==> config.mk <==
export PLATFORM = sky130hd
export DESIGN_NAME = lin_rx_gate
export DESIGN_NICKNAME = d
export VERILOG_FILES = /design/src/rtl/lin_gate_pkg.sv /design/src/rtl/lin_gate_regs.sv /design/src/rtl/lin_gate_seq.sv /design/src/rtl/lin_gate_evt.sv /design/src/rtl/lin_rx_gate.sv
export SDC_FILE = /design/constraint.sdc
export NUM_CORES = 1
export LEC_CHECK = 0
export ABC_AREA = 1
export BUFFER_PORTS_ARGS = -buffer_cell sky130_fd_sc_hd__buf_4
export CAP_MARGIN = 10
export CORE_ASPECT_RATIO = 1.4
export CORE_MARGIN = 5
export CORE_UTILIZATION = 25
export DETAILED_ROUTE_END_ITERATION = 10
export GPL_TIMING_DRIVEN = 0
export PLACE_DENSITY = 0.44
export SLEW_MARGIN = 20
export SYNTH_ARGS = -nofsm -noshare
export SYNTH_HDL_FRONTEND = slang
export SYNTH_SLANG_ARGS = --single-unit
export TNS_END_PERCENT = 50
==> constraint.sdc <==
create_clock -name clk -period 1.4 [get_ports clk]
set_clock_uncertainty 0.15 [all_clocks]
set_input_delay 0.07 -clock clk [delete_from_list [all_inputs] [get_ports clk]]
set_output_delay 0.07 -clock clk [all_outputs]
set_load 0.1 [all_outputs]
==> src/rtl/lin_gate_pkg.sv <==
package lin_gate_pkg;
  // control register bit positions (software decodes these)
  localparam int unsigned CB_SFIE  = 0;
  localparam int unsigned CB_BKIE  = 1;
  localparam int unsigned CB_BCIE  = 2;
  localparam int unsigned CB_MSKST = 3;
  localparam int unsigned CB_ARM   = 4;
  localparam int unsigned CB_RLSEL = 5;
  localparam int unsigned CB_MSTR  = 6;
  localparam int unsigned CB_RUN   = 7;
  // register addresses
  localparam logic [1:0] A_CTRL  = 2'd0;
  localparam logic [1:0] A_AUX   = 2'd1;
  localparam logic [1:0] A_FLAGS = 2'd2;
  // event indices, same order as the enable bits
  localparam int unsigned EV_SYNC = 0;
  localparam int unsigned EV_BRK  = 1;
  localparam int unsigned EV_COLL = 2;
endpackage

==> src/rtl/lin_gate_regs.sv <==
module lin_gate_regs
  import lin_gate_pkg::*;
#(
  parameter int unsigned DW  = 8,
  parameter int unsigned NEV = 3
) (
  input  logic           clk,
  input  logic           rst_n,
  input  logic           wr_en,
  input  logic [1:0]     reg_addr,
  input  logic [DW-1:0]  wr_data,
  output logic [NEV-1:0] ie_q,
  output logic           rel_q,
  output logic           mst_q,
  output logic           run_q,
  output logic           coll_en_q,
  output logic           run_set,
  output logic           run_clr,
  output logic           arm_pulse
);
  logic           wr_ctrl, wr_aux;
  logic [NEV-1:0] ie_d;
  logic           rel_d, mst_d, run_d, coll_en_d;

  assign wr_ctrl   = wr_en && (reg_addr == A_CTRL);
  assign wr_aux    = wr_en && (reg_addr == A_AUX);
  assign run_set   = wr_ctrl && wr_data[CB_RUN] && !run_q;
  assign run_clr   = wr_ctrl && !wr_data[CB_RUN] && run_q;
  assign arm_pulse = wr_ctrl && wr_data[CB_RUN] && wr_data[CB_ARM];

  always_comb begin
    ie_d      = ie_q;
    rel_d     = rel_q;
    mst_d     = mst_q;
    run_d     = run_q;
    coll_en_d = coll_en_q;
    if (wr_ctrl) begin
      ie_d  = wr_data[NEV-1:0];
      rel_d = wr_data[CB_RLSEL];
      run_d = wr_data[CB_RUN];
      if (!run_q) mst_d = wr_data[CB_MSTR];
    end
    if (wr_aux) coll_en_d = wr_data[0];
  end

  always_ff @(posedge clk or negedge rst_n) begin
    if (!rst_n) begin
      ie_q      <= '0;
      rel_q     <= 1'b0;
      mst_q     <= 1'b0;
      run_q     <= 1'b0;
      coll_en_q <= 1'b0;
    end else if (wr_en) begin
      ie_q      <= ie_d;
      rel_q     <= rel_d;
      mst_q     <= mst_d;
      run_q     <= run_d;
      coll_en_q <= coll_en_d;
    end
  end
endmodule

==> src/rtl/lin_gate_seq.sv <==
module lin_gate_seq (
  input  logic clk,
  input  logic rst_n,
  input  logic run_q,
  input  logic mst_q,
  input  logic rel_q,
  input  logic run_set,
  input  logic run_clr,
  input  logic arm_pulse,
  input  logic ev_sync,
  input  logic ev_break,
  output logic masked_q,
  output logic armed_q
);
  logic release_ev, masked_d, armed_d;

  // master ignores the select bit and releases at the end of break
  assign release_ev = mst_q ? ev_break : (rel_q ? ev_sync : ev_break);

  always_comb begin
    masked_d = masked_q;
    armed_d  = armed_q;
    if (run_clr) begin
      masked_d = 1'b0;
      armed_d  = 1'b0;
    end else if (arm_pulse) begin
      masked_d = 1'b1;
      armed_d  = 1'b1;
    end else if (run_set) begin
      masked_d = 1'b1;
    end else if (run_q && armed_q && release_ev) begin
      masked_d = 1'b0;
      armed_d  = 1'b0;
    end
  end

  always_ff @(posedge clk or negedge rst_n) begin
    if (!rst_n) begin
      masked_q <= 1'b0;
      armed_q  <= 1'b0;
    end else begin
      masked_q <= masked_d;
      armed_q  <= armed_d;
    end
  end
endmodule

==> src/rtl/lin_gate_evt.sv <==
module lin_gate_evt #(
  parameter int unsigned NEV = 3
) (
  input  logic           clk,
  input  logic           rst_n,
  input  logic           run_q,
  input  logic [NEV-1:0] ev_in,
  input  logic [NEV-1:0] ev_gate,
  input  logic [NEV-1:0] ie_q,
  input  logic           clr_wr,
  input  logic [NEV-1:0] clr_mask,
  output logic [NEV-1:0] flag_q,
  output logic           irq
);
  logic [NEV-1:0] hit, flag_d;

  for (genvar i = 0; i < NEV; i++) begin : g_ev
    assign hit[i] = ev_in[i] && ev_gate[i] && run_q;
    always_comb begin
      flag_d[i] = flag_q[i];
      if (clr_wr && clr_mask[i]) flag_d[i] = 1'b0;
      if (hit[i]) flag_d[i] = 1'b1;
    end
  end

  assign irq = |(hit & ie_q);

  always_ff @(posedge clk or negedge rst_n) begin
    if (!rst_n) flag_q <= '0;
    else        flag_q <= flag_d;
  end
endmodule

==> src/rtl/lin_rx_gate.sv <==
module lin_rx_gate
  import lin_gate_pkg::*;
#(
  parameter int unsigned DW = 8
) (
  input  logic          clk,
  input  logic          rst_n,
  input  logic          wr_en,
  input  logic [1:0]    reg_addr,
  input  logic [DW-1:0] wr_data,
  output logic [DW-1:0] rd_data,
  input  logic          rxd_in,
  input  logic          tmr_out,
  input  logic          uart_txd,
  input  logic          ev_sync,
  input  logic          ev_break,
  input  logic          ev_coll,
  output logic          uart_rxd,
  output logic          tmr_in,
  output logic          txd_pin,
  output logic          irq
);
  localparam int unsigned NEV = 3;

  logic [NEV-1:0] ie_q, flag_q, ev_vec, ev_gate;
  logic rel_q, mst_q, run_q, coll_en_q, run_set, run_clr, arm_pulse;
  logic masked_q, armed_q;

  lin_gate_regs #(.DW(DW), .NEV(NEV)) u_regs (
    .clk(clk), .rst_n(rst_n), .wr_en(wr_en), .reg_addr(reg_addr),
    .wr_data(wr_data), .ie_q(ie_q), .rel_q(rel_q), .mst_q(mst_q),
    .run_q(run_q), .coll_en_q(coll_en_q), .run_set(run_set),
    .run_clr(run_clr), .arm_pulse(arm_pulse)
  );

  lin_gate_seq u_seq (
    .clk(clk), .rst_n(rst_n), .run_q(run_q), .mst_q(mst_q), .rel_q(rel_q),
    .run_set(run_set), .run_clr(run_clr), .arm_pulse(arm_pulse),
    .ev_sync(ev_sync), .ev_break(ev_break),
    .masked_q(masked_q), .armed_q(armed_q)
  );

  always_comb begin
    ev_vec           = '0;
    ev_vec[EV_SYNC]  = ev_sync;
    ev_vec[EV_BRK]   = ev_break;
    ev_vec[EV_COLL]  = ev_coll;
    ev_gate          = '1;
    ev_gate[EV_COLL] = coll_en_q;
  end

  lin_gate_evt #(.NEV(NEV)) u_evt (
    .clk(clk), .rst_n(rst_n), .run_q(run_q), .ev_in(ev_vec),
    .ev_gate(ev_gate), .ie_q(ie_q),
    .clr_wr(wr_en && (reg_addr == A_FLAGS)), .clr_mask(wr_data[NEV-1:0]),
    .flag_q(flag_q), .irq(irq)
  );

  // pin routing
  assign uart_rxd = (run_q && masked_q) ? 1'b1 : rxd_in;
  assign tmr_in   = (run_q && armed_q) ? rxd_in : 1'b1;
  assign txd_pin  = (run_q && mst_q) ? (tmr_out | uart_txd) : uart_txd;

  always_comb begin
    rd_data = '0;
    case (reg_addr)
      A_CTRL: begin
        rd_data[NEV-1:0] = ie_q;
        rd_data[CB_MSKST] = run_q && masked_q;
        rd_data[CB_RLSEL] = rel_q;
        rd_data[CB_MSTR]  = mst_q;
        rd_data[CB_RUN]   = run_q;
      end
      A_AUX:   rd_data[0] = coll_en_q;
      A_FLAGS: rd_data[NEV-1:0] = flag_q;
      default: rd_data = '0;
    endcase
  end
endmodule

=== Word-level counts from Yosys, hierarchy flattened ===
Cells that the tools add are included.

* Input port bits: 19
* Output and inout port bits: 12
* Flip-flop bits (word level): 12

* Bitwise logic cells: 3
* Equality and inequality tests: 3
* Reductions and logical operators: 32
* Multiplexer cells: 22

{| class="wikitable"
|+ Operators with widths
! cell !! count
|-
| $logic_and 1x1->1 || 19
|-
| $mux 1 || 19
|-
| $reduce_and 2->1 || 3
|-
| $reduce_bool 2->1 || 3
|-
| $pmux 2 s2 || 1
|-
| $reduce_bool 4->1 || 1
|-
| $and 3x3->3 || 1
|-
| $mux 3 || 1
|-
| $ne 3x1->1 const B || 1
|-
| $pmux 1 s3 || 1
|-
| $reduce_and 3->1 || 1
|-
| $reduce_bool 3->1 || 1
|-
| $reduce_or 3->1 || 1
|-
| $eq 2x1->1 const B || 1
|-
| $eq 2x2->1 const B || 1
|-
| $logic_not 1->1 || 2
|-
| $logic_not 2->1 || 1
|-
| $not 1->1 || 1
|-
| $or 1x1->1 || 1
|}

=== Logic depth before layout (Yosys ltp) ===
Gate-level depths: netlist (run 1).

* Depth in word-level cells: 7
* Gate-level depth with buffers: 5

=== By module ===
Synthesis (run 1) repeated with hierarchy kept, for this count alone.

* Cell total of the unflattened synthesis: 109
* Area total of the unflattened synthesis: 772.0 um^2

{| class="wikitable"
|+ Modules (own cells, without submodules)
! module !! cells an instance !! area each (um^2) !! times used !! sequential area each (um^2)
|-
| lin_gate_regs || 38 || 342.8 || 1 || 175.2
|-
| lin_gate_evt || 19 || 147.6 || 1 || 75.1
|-
| lin_rx_gate || 31 || 145.1 || 1 || 0.0
|-
| lin_gate_seq || 21 || 136.4 || 1 || 50.0
|}

=== Least setup slack after synthesis (run 1) ===
OpenSTA, ideal clock, no wires.

* Kind: reg-to-output
* Start point: reg u_regs.run_q
* End point: out uart_rxd
* Stages on the path, launching flop included: 4
* Arrival: 2.696 ns
* Required time: 1.180 ns
* Slack: -1.516 ns
* Cells stage by stage: dfrtp_1 > buf_2 > inv_1 > o21ai_0

* Longest elaborated chain between the ends: 2

{| class="wikitable"
|+ Ends and longest elaborated chain
! what !! RTL line !! text
|-
| start, declared || lin_gate_regs.sv:15 || <nowiki>output logic run_q,</nowiki>
|-
| start signal, assigned || lin_gate_regs.sv:57 || <nowiki>run_q <= run_d;</nowiki>
|-
| $logic_and 1x1->1 || lin_rx_gate.sv:60 || <nowiki>assign uart_rxd = (run_q && masked_q) ? 1'b1 : rxd_in;</nowiki>
|-
| $mux 1 || lin_rx_gate.sv:60 ||
|-
| end, declared || lin_rx_gate.sv:18 || <nowiki>output logic uart_rxd,</nowiki>
|}

Every way passes these cells.

=== Worst setup path after layout (run 1) ===
* Start point: reg u_regs.run_q
* End point: out txd_pin

* Longest elaborated chain between the ends: 2

{| class="wikitable"
|+ Ends and longest elaborated chain
! what !! RTL line !! text
|-
| $logic_and 1x1->1 || lin_rx_gate.sv:62 || <nowiki>assign txd_pin = (run_q && mst_q) ? (tmr_out | uart_txd) : uart_txd;</nowiki>
|-
| $mux 1 || lin_rx_gate.sv:62 ||
|-
| end, declared || lin_rx_gate.sv:20 || <nowiki>output logic txd_pin,</nowiki>
|}

Every way passes these cells.

==> impl_metrics.tcl, run 1 <==
set metrics [dict create \
    outcome "complete, but fails checks" \
    violations "negative setup slack" \
    multi_input_area_um2 338 \
    clockBufferDepth 2 \
    die_h_um 71.6 \
    synthFlopType "dfrtp_1" \
    synth_seq_area_share_pct 44.3 \
    start_util_pct 25.9 \
    die_x_um 54.0 \
    seq_area_um2 300 \
    min_period_over_period_pct 103 \
    power_per_cell_area_nw_per_um2 1220 \
    synth_top_area_share_pct 44.3 \
    antenna_found_initial 0 \
    max_stage_delay_ns 0.39 \
    critPathLaunchType "register" \
    coreArea_um2 2620 \
    dr.first_iter.drc_count 19 \
    worstPathCellList "buf_6 -> a31o_2 -> buf_12" \
    dieArea_um2 3870 \
    crit_buf_inv 2 \
    synth_area_per_cell_um2 7.29 \
    antennaDiodeCount 0 \
    cts.sinks 12 \
    crit_family "flip-flops" \
    rsz0062_at_grt "true" \
    slowest_stage "dfrtp_1" \
    clk_pin_slew_worst_paths_ns 0.08 \
    antenna_left 0 \
    drt-total-wl_um 2030 \
    layout_min_cycle_time_ns 1.45 \
    critPathCaptureType "primary output" \
    synth_area_leaders "dfrtp_1 (44%), nand2_1 (12%), nand3_1 (9.6%), o21ai_0 (9.6%), inv_1 (9.4%)" \
    ios 31 \
    synth-edff-count 0 \
    path_class "reg -> out" \
    fin_setup_tns_ns -0.0779 \
    rrSetupSlack_ns 0.27 \
    gp_congestion 0.756 \
    required_ns 1.18 \
    vias 744 \
    synth_cells 93 \
    num-fill-cells 272 \
    async_flop_share_pct 100 \
    grt_pass1_vias 800 \
    nNetsFinal 157 \
    total_power_mw 1.48 \
    cts_tree "done" \
    grt_overflow 0 \
    cts_setup_buffers 0 \
    track_usage_pct 12.2 \
    synth_most_common_cell "nand2_1" \
    holdWs_ns 0.0131 \
    worstReg2RegStart "u_regs.mst_q$_DFFE_PN0P_" \
    hp-start "reg_addr[1]" \
    htreeDepth 1 \
    placed_cells 157 \
    yosys_warnings 0 \
    synth_nets 112 \
    synth_cell_types 16 \
    cts_buffers 3 \
    synth_common_cells "nand2_1 (21), inv_1 (17), nand3_1 (13), o21ai_0 (13), dfrtp_1 (12)" \
    leakagePower_nw 0.607 \
    layout-drive-gt1-share_pct 33.6 \
    io_buffers 28 \
    place_hpwl_um 1540 \
    dr.pass1.iters 4 \
    wl_per_cell_um 11.7 \
    r2r_cells 4 \
    crit_arrival_ns 1.23 \
    fmax_mhz 691 \
    synthToLayoutAreaGrowth_pct 78.4 \
    final-setup-viol-count 4 \
    netlist_area_um2 678 \
    clk_latency_ns 0.27 \
    crit_fanout 10 \
    drv_slew 0 \
    maxCapViolCount 0 \
    ir_drop_v 0.000611 \
    ys_ff_latch 12 \
    grt_pass1_wl_um 3460 \
    hold_violations 0 \
    cts-root-buf "clkbuf_4" \
    r2r-end "u_seq.armed_q$_DFFE_PN0P_" \
    vias_per_cell 4.30 \
    worstHoldPathType "in -> reg" \
    yosysTopAreaCell "dfrtp_1" \
    post-route-worst-setup-slack_ns -0.0469 \
    hold_end "u_regs.coll_en_q$_DFFE_PN0P_" \
    drcViolationCount 0 \
    rows 22 \
    min_path_cells 4 \
    instances_no_fill 173 \
    grt_max_degree 13 \
]
## worst min-delay path, cell delays in order
cell,delay (ns)
buf_4,0.13
inv_1,0.05
nand3_1,0.08
o21ai_0,0.07
## power breakdown
part	total (mW)	switching [mW]	internal (mW)
combinational	0.715	0.478	0.237
clock	0.280	0.122	0.158
sequential	0.480	0.0515	0.429
total	1.48	0.652	0.824
## layout make-up
class / count / share of cell area, %
inverter: 17 / 5.27
multi-input combinational: 62 / 27.9
timing repair buffer: 40 / 33.7
sequential: 12 / 24.8
clock buffer: 4 / 3.00
buffer: 2 / 1.55
tap: 36 / 3.72
## what timing repair did
item,4_1_cts,5_1_grt
resized for setup,17,8
setup endpoints to repair,5,8
pin swaps,1,1
endpoints found under the hold margin,23,0
hold buffers,12,0
## registers in the layout, summed over array words and instances, names as in the netlist
register          cells
u_seq.armed_q         1
u_regs.rel_q          1
u_seq.masked_q        1
u_regs.ie_q           3
u_evt.flag_q          3
u_regs.coll_en_q      1
u_regs.run_q          1
u_regs.mst_q          1
## per-stage QoR
stage | util, % | worst slack, ns | instance area [um^2]
after floorplan | - | -0.152 | 707
after global placement | 36.8 | 0.0515 | 962
after detailed placement | 36.8 | 0.0467 | 962
after CTS | 45.2 | -0.0652 | 1180
after global routing | 46.3 | -0.104 | 1210
final | 46.3 | -0.0469 | 1210
## logic make-up (layout without fill, tap and decap cells)
kind of cell	Yosys count	after routing	synth area share, %
AO/OA/AOI/OAI	17	17	13.5
buffers and inverters	19	63	11.3
flip-flops	12	12	44.3
other	1	1	0.553
AND/OR/NAND/NOR	44	44	30.4
## cells in the final DEF, fill, tap and decap left out, drive strengths merged, types with 4 or more instances in the layout
cell / n
dlygate4sd3: 12
dfrtp: 12
clkbuf: 4
nor2: 8
nand2: 22
o21ai: 14
buf: 30
inv: 17
nand3: 13
## per-layer routing
metal / routed length [um] / vias up / GRT usage, %
li1: - / 382 / -
met1: 792 / 335 / 12.6
met2: 1100 / 23 / 22.2
met3: 94 / 4 / 1.46
met4: 48 / 0 / 7.48
met5: 0 / - / 0
## worst max path at each step
stage	start	to	depth (start not counted)
after global routing	u_regs.run_q$_DFFE_PN0P_	rd_data[3]	4
after global placement	u_regs.run_q$_DFFE_PN0P_	uart_rxd	4
after CTS	u_regs.run_q$_DFFE_PN0P_	txd_pin	3
after floorplan	u_regs.run_q$_DFFE_PN0P_	irq	3
final	u_regs.run_q$_DFFE_PN0P_	txd_pin	3
after detailed placement	u_regs.run_q$_DFFE_PN0P_	uart_rxd	4
(Power assumes the default switching activity.)
==> run 2: changes to the inputs <==
CELL_PAD_IN_SITES_DETAIL_PLACEMENT = 0   (was default)
CELL_PAD_IN_SITES_GLOBAL_PLACEMENT = 1   (was default)
PLACE_DENSITY = 0.61   (was 0.44)
==> run 2 against run 1 <==
  * Global-route usage rose by 0.61 points
  * Non-clock buffer count rose by 1
  * The flow still finishes with violations (negative setup slack)
  * Sequential share of layout area fell by 0.25 points
  * Wire length rose by 4.8%
  * Combinational power rose by 3.8%
  * Maximum frequency rose by 0.72%
  * Worst hold slack improved by 0.025 ns
  * Die area did not move
  * Register-to-register slack got worse by 0.03 ns
==> impl_metrics.tcl, run 2 (synthesis results as in run 1) <==
set metrics [dict create \
    outcome "complete, but fails checks" \
    violations "negative setup slack" \
    cts_buffers 3 \
    final-setup-viol-count 3 \
    antenna_left 0 \
    crit_start "u_regs.run_q$_DFFE_PN0P_" \
    start_util_pct 25.9 \
    ios 31 \
    post-route-worst-setup-slack_ns -0.0366 \
    htreeDepth 1 \
    place_hpwl_um 1580 \
    io_buffers 28 \
    min_period_over_period_pct 103 \
    placement.cell_area_um2 962 \
    drcViolationCount 0 \
    worstPathCellList "buf_6 -> a31o_2 -> buf_12" \
    dieArea_um2 3870 \
    mostFrequentLayoutCells "buf_4 (22), nand2_1 (20), inv_1 (16)" \
    die_x_um 54.0 \
    dr.first_iter.drc_count 13 \
    track_usage_pct 12.9 \
    required_ns 1.18 \
    holdWs_ns 0.0383 \
    utilization_pct 46.7 \
    nNetsFinal 158 \
    wl_per_cell_um 12.3 \
    synthToLayoutAreaGrowth_pct 80.3 \
    crit_fanout 9 \
    max_stage_delay_ns 0.39 \
    cts.sinks 12 \
    layout_min_cycle_time_ns 1.44 \
    rows 22 \
    instances_no_fill 173 \
    final_common_cell "buf_4" \
    grt_overflow 0 \
    power_per_cell_area_nw_per_um2 1180 \
    clockBufferDepth 2 \
    path_class "reg -> out" \
    critPathCaptureType "primary output" \
    clk_latency_ns 0.27 \
    antennaDiodeCount 0 \
    grt_max_degree 13 \
    die_h_um 71.6 \
    drv_slew 0 \
    critPathLaunchType "register" \
    rsz0062_at_grt "true" \
    clk_pin_slew_worst_paths_ns 0.08 \
    crit_arrival_ns 1.22 \
    hold_violations 0 \
    vias 740 \
    gp_congestion 0.721 \
    antenna_found_initial 0 \
    grt_pass1_vias 791 \
    leakagePower_nw 0.619 \
    worstReg2RegStart "u_regs.mst_q$_DFFE_PN0P_" \
    worstHoldPathType "in -> async" \
    fmax_mhz 696 \
    dp_slack_ns 0.0331 \
    slowest_stage "dfrtp_1" \
    layout-drive-gt1-share_pct 33.6 \
    dr.pass1.iters 4 \
    maxCapViolCount 0 \
    grt_pass1_wl_um 3680 \
    design_area_um2 1220 \
    placed_cells 157 \
    ir_drop_v 0.000454 \
    reg_top3 "u_evt.flag_q x3, u_regs.ie_q x3" \
    vias_per_cell 4.28 \
    cts_tree "done" \
    coreArea_um2 2620 \
    drt-total-wl_um 2130 \
    cts-root-buf "clkbuf_4" \
]
## run 2: area by class of cell
cell class	count	area (um^2)
clock buffer	3	22.5
fill	291	1390
sequential	12	300
tap	36	45.0
timing repair buffer	41	429
buffer	2	18.8
inverter	17	63.8
multi-input combinational	62	343
## run 2: layer usage
| metal | global-route usage, % | wire (um) |
|---|---|---|
| met1 | 14.4 | 817 |
| met4 | 6.65 | 42 |
| met3 | 0.832 | 82 |
| met5 | 0 | 0 |
| met2 | 23.2 | 1190 |
## run 2: final timing paths
path                            cells past startpoint                           end  slack (ns)
worst max register to register                      4    u_seq.masked_q$_DFFE_PN0P_        0.24
worst max-delay path                                3                       txd_pin       -0.04
worst min register to register                      2   u_evt.flag_q[1]$_DFFE_PN0P_        0.36
worst min-delay path                                2   u_evt.flag_q[2]$_DFFE_PN0P_        0.04
max in group asynchronous                           2  u_regs.coll_en_q$_DFFE_PN0P_        0.89
min in group clk                                    4  u_regs.coll_en_q$_DFFE_PN0P_        0.04
## run 2: report_power, final
part	switching, mW	internal (mW)
Sequential	0.0506	0.429
Combinational	0.486	0.255
Clock	0.116	0.0995
Total	0.653	0.784
## run 2: critical path: cells and delay by family (launching register included)
kind                   cells  cell delay, ns
AO/OA/AOI/OAI              1            0.25
flip-flops                 1            0.39
buffers and inverters      2            0.30
## run 2: timing repair
| item | in CTS | in global routing |
|---|---|---|
| hold endpoints to repair | 23 | 0 |
| setup endpoints to repair | 5 | 8 |
| hold buffers | 12 | 0 |
| pin swaps | 1 | 0 |
| resized for setup | 17 | 11 |
| setup buffers | 1 | 0 |
## run 2: stage by stage
step	setup TNS (ns)	total power [mW]
global route	-0.432	1.53
detailed placement	0	1.11
CTS	-0.140	1.42
global placement	0	1.10
floorplan	-0.218	0.945
finish	-0.0457	1.44
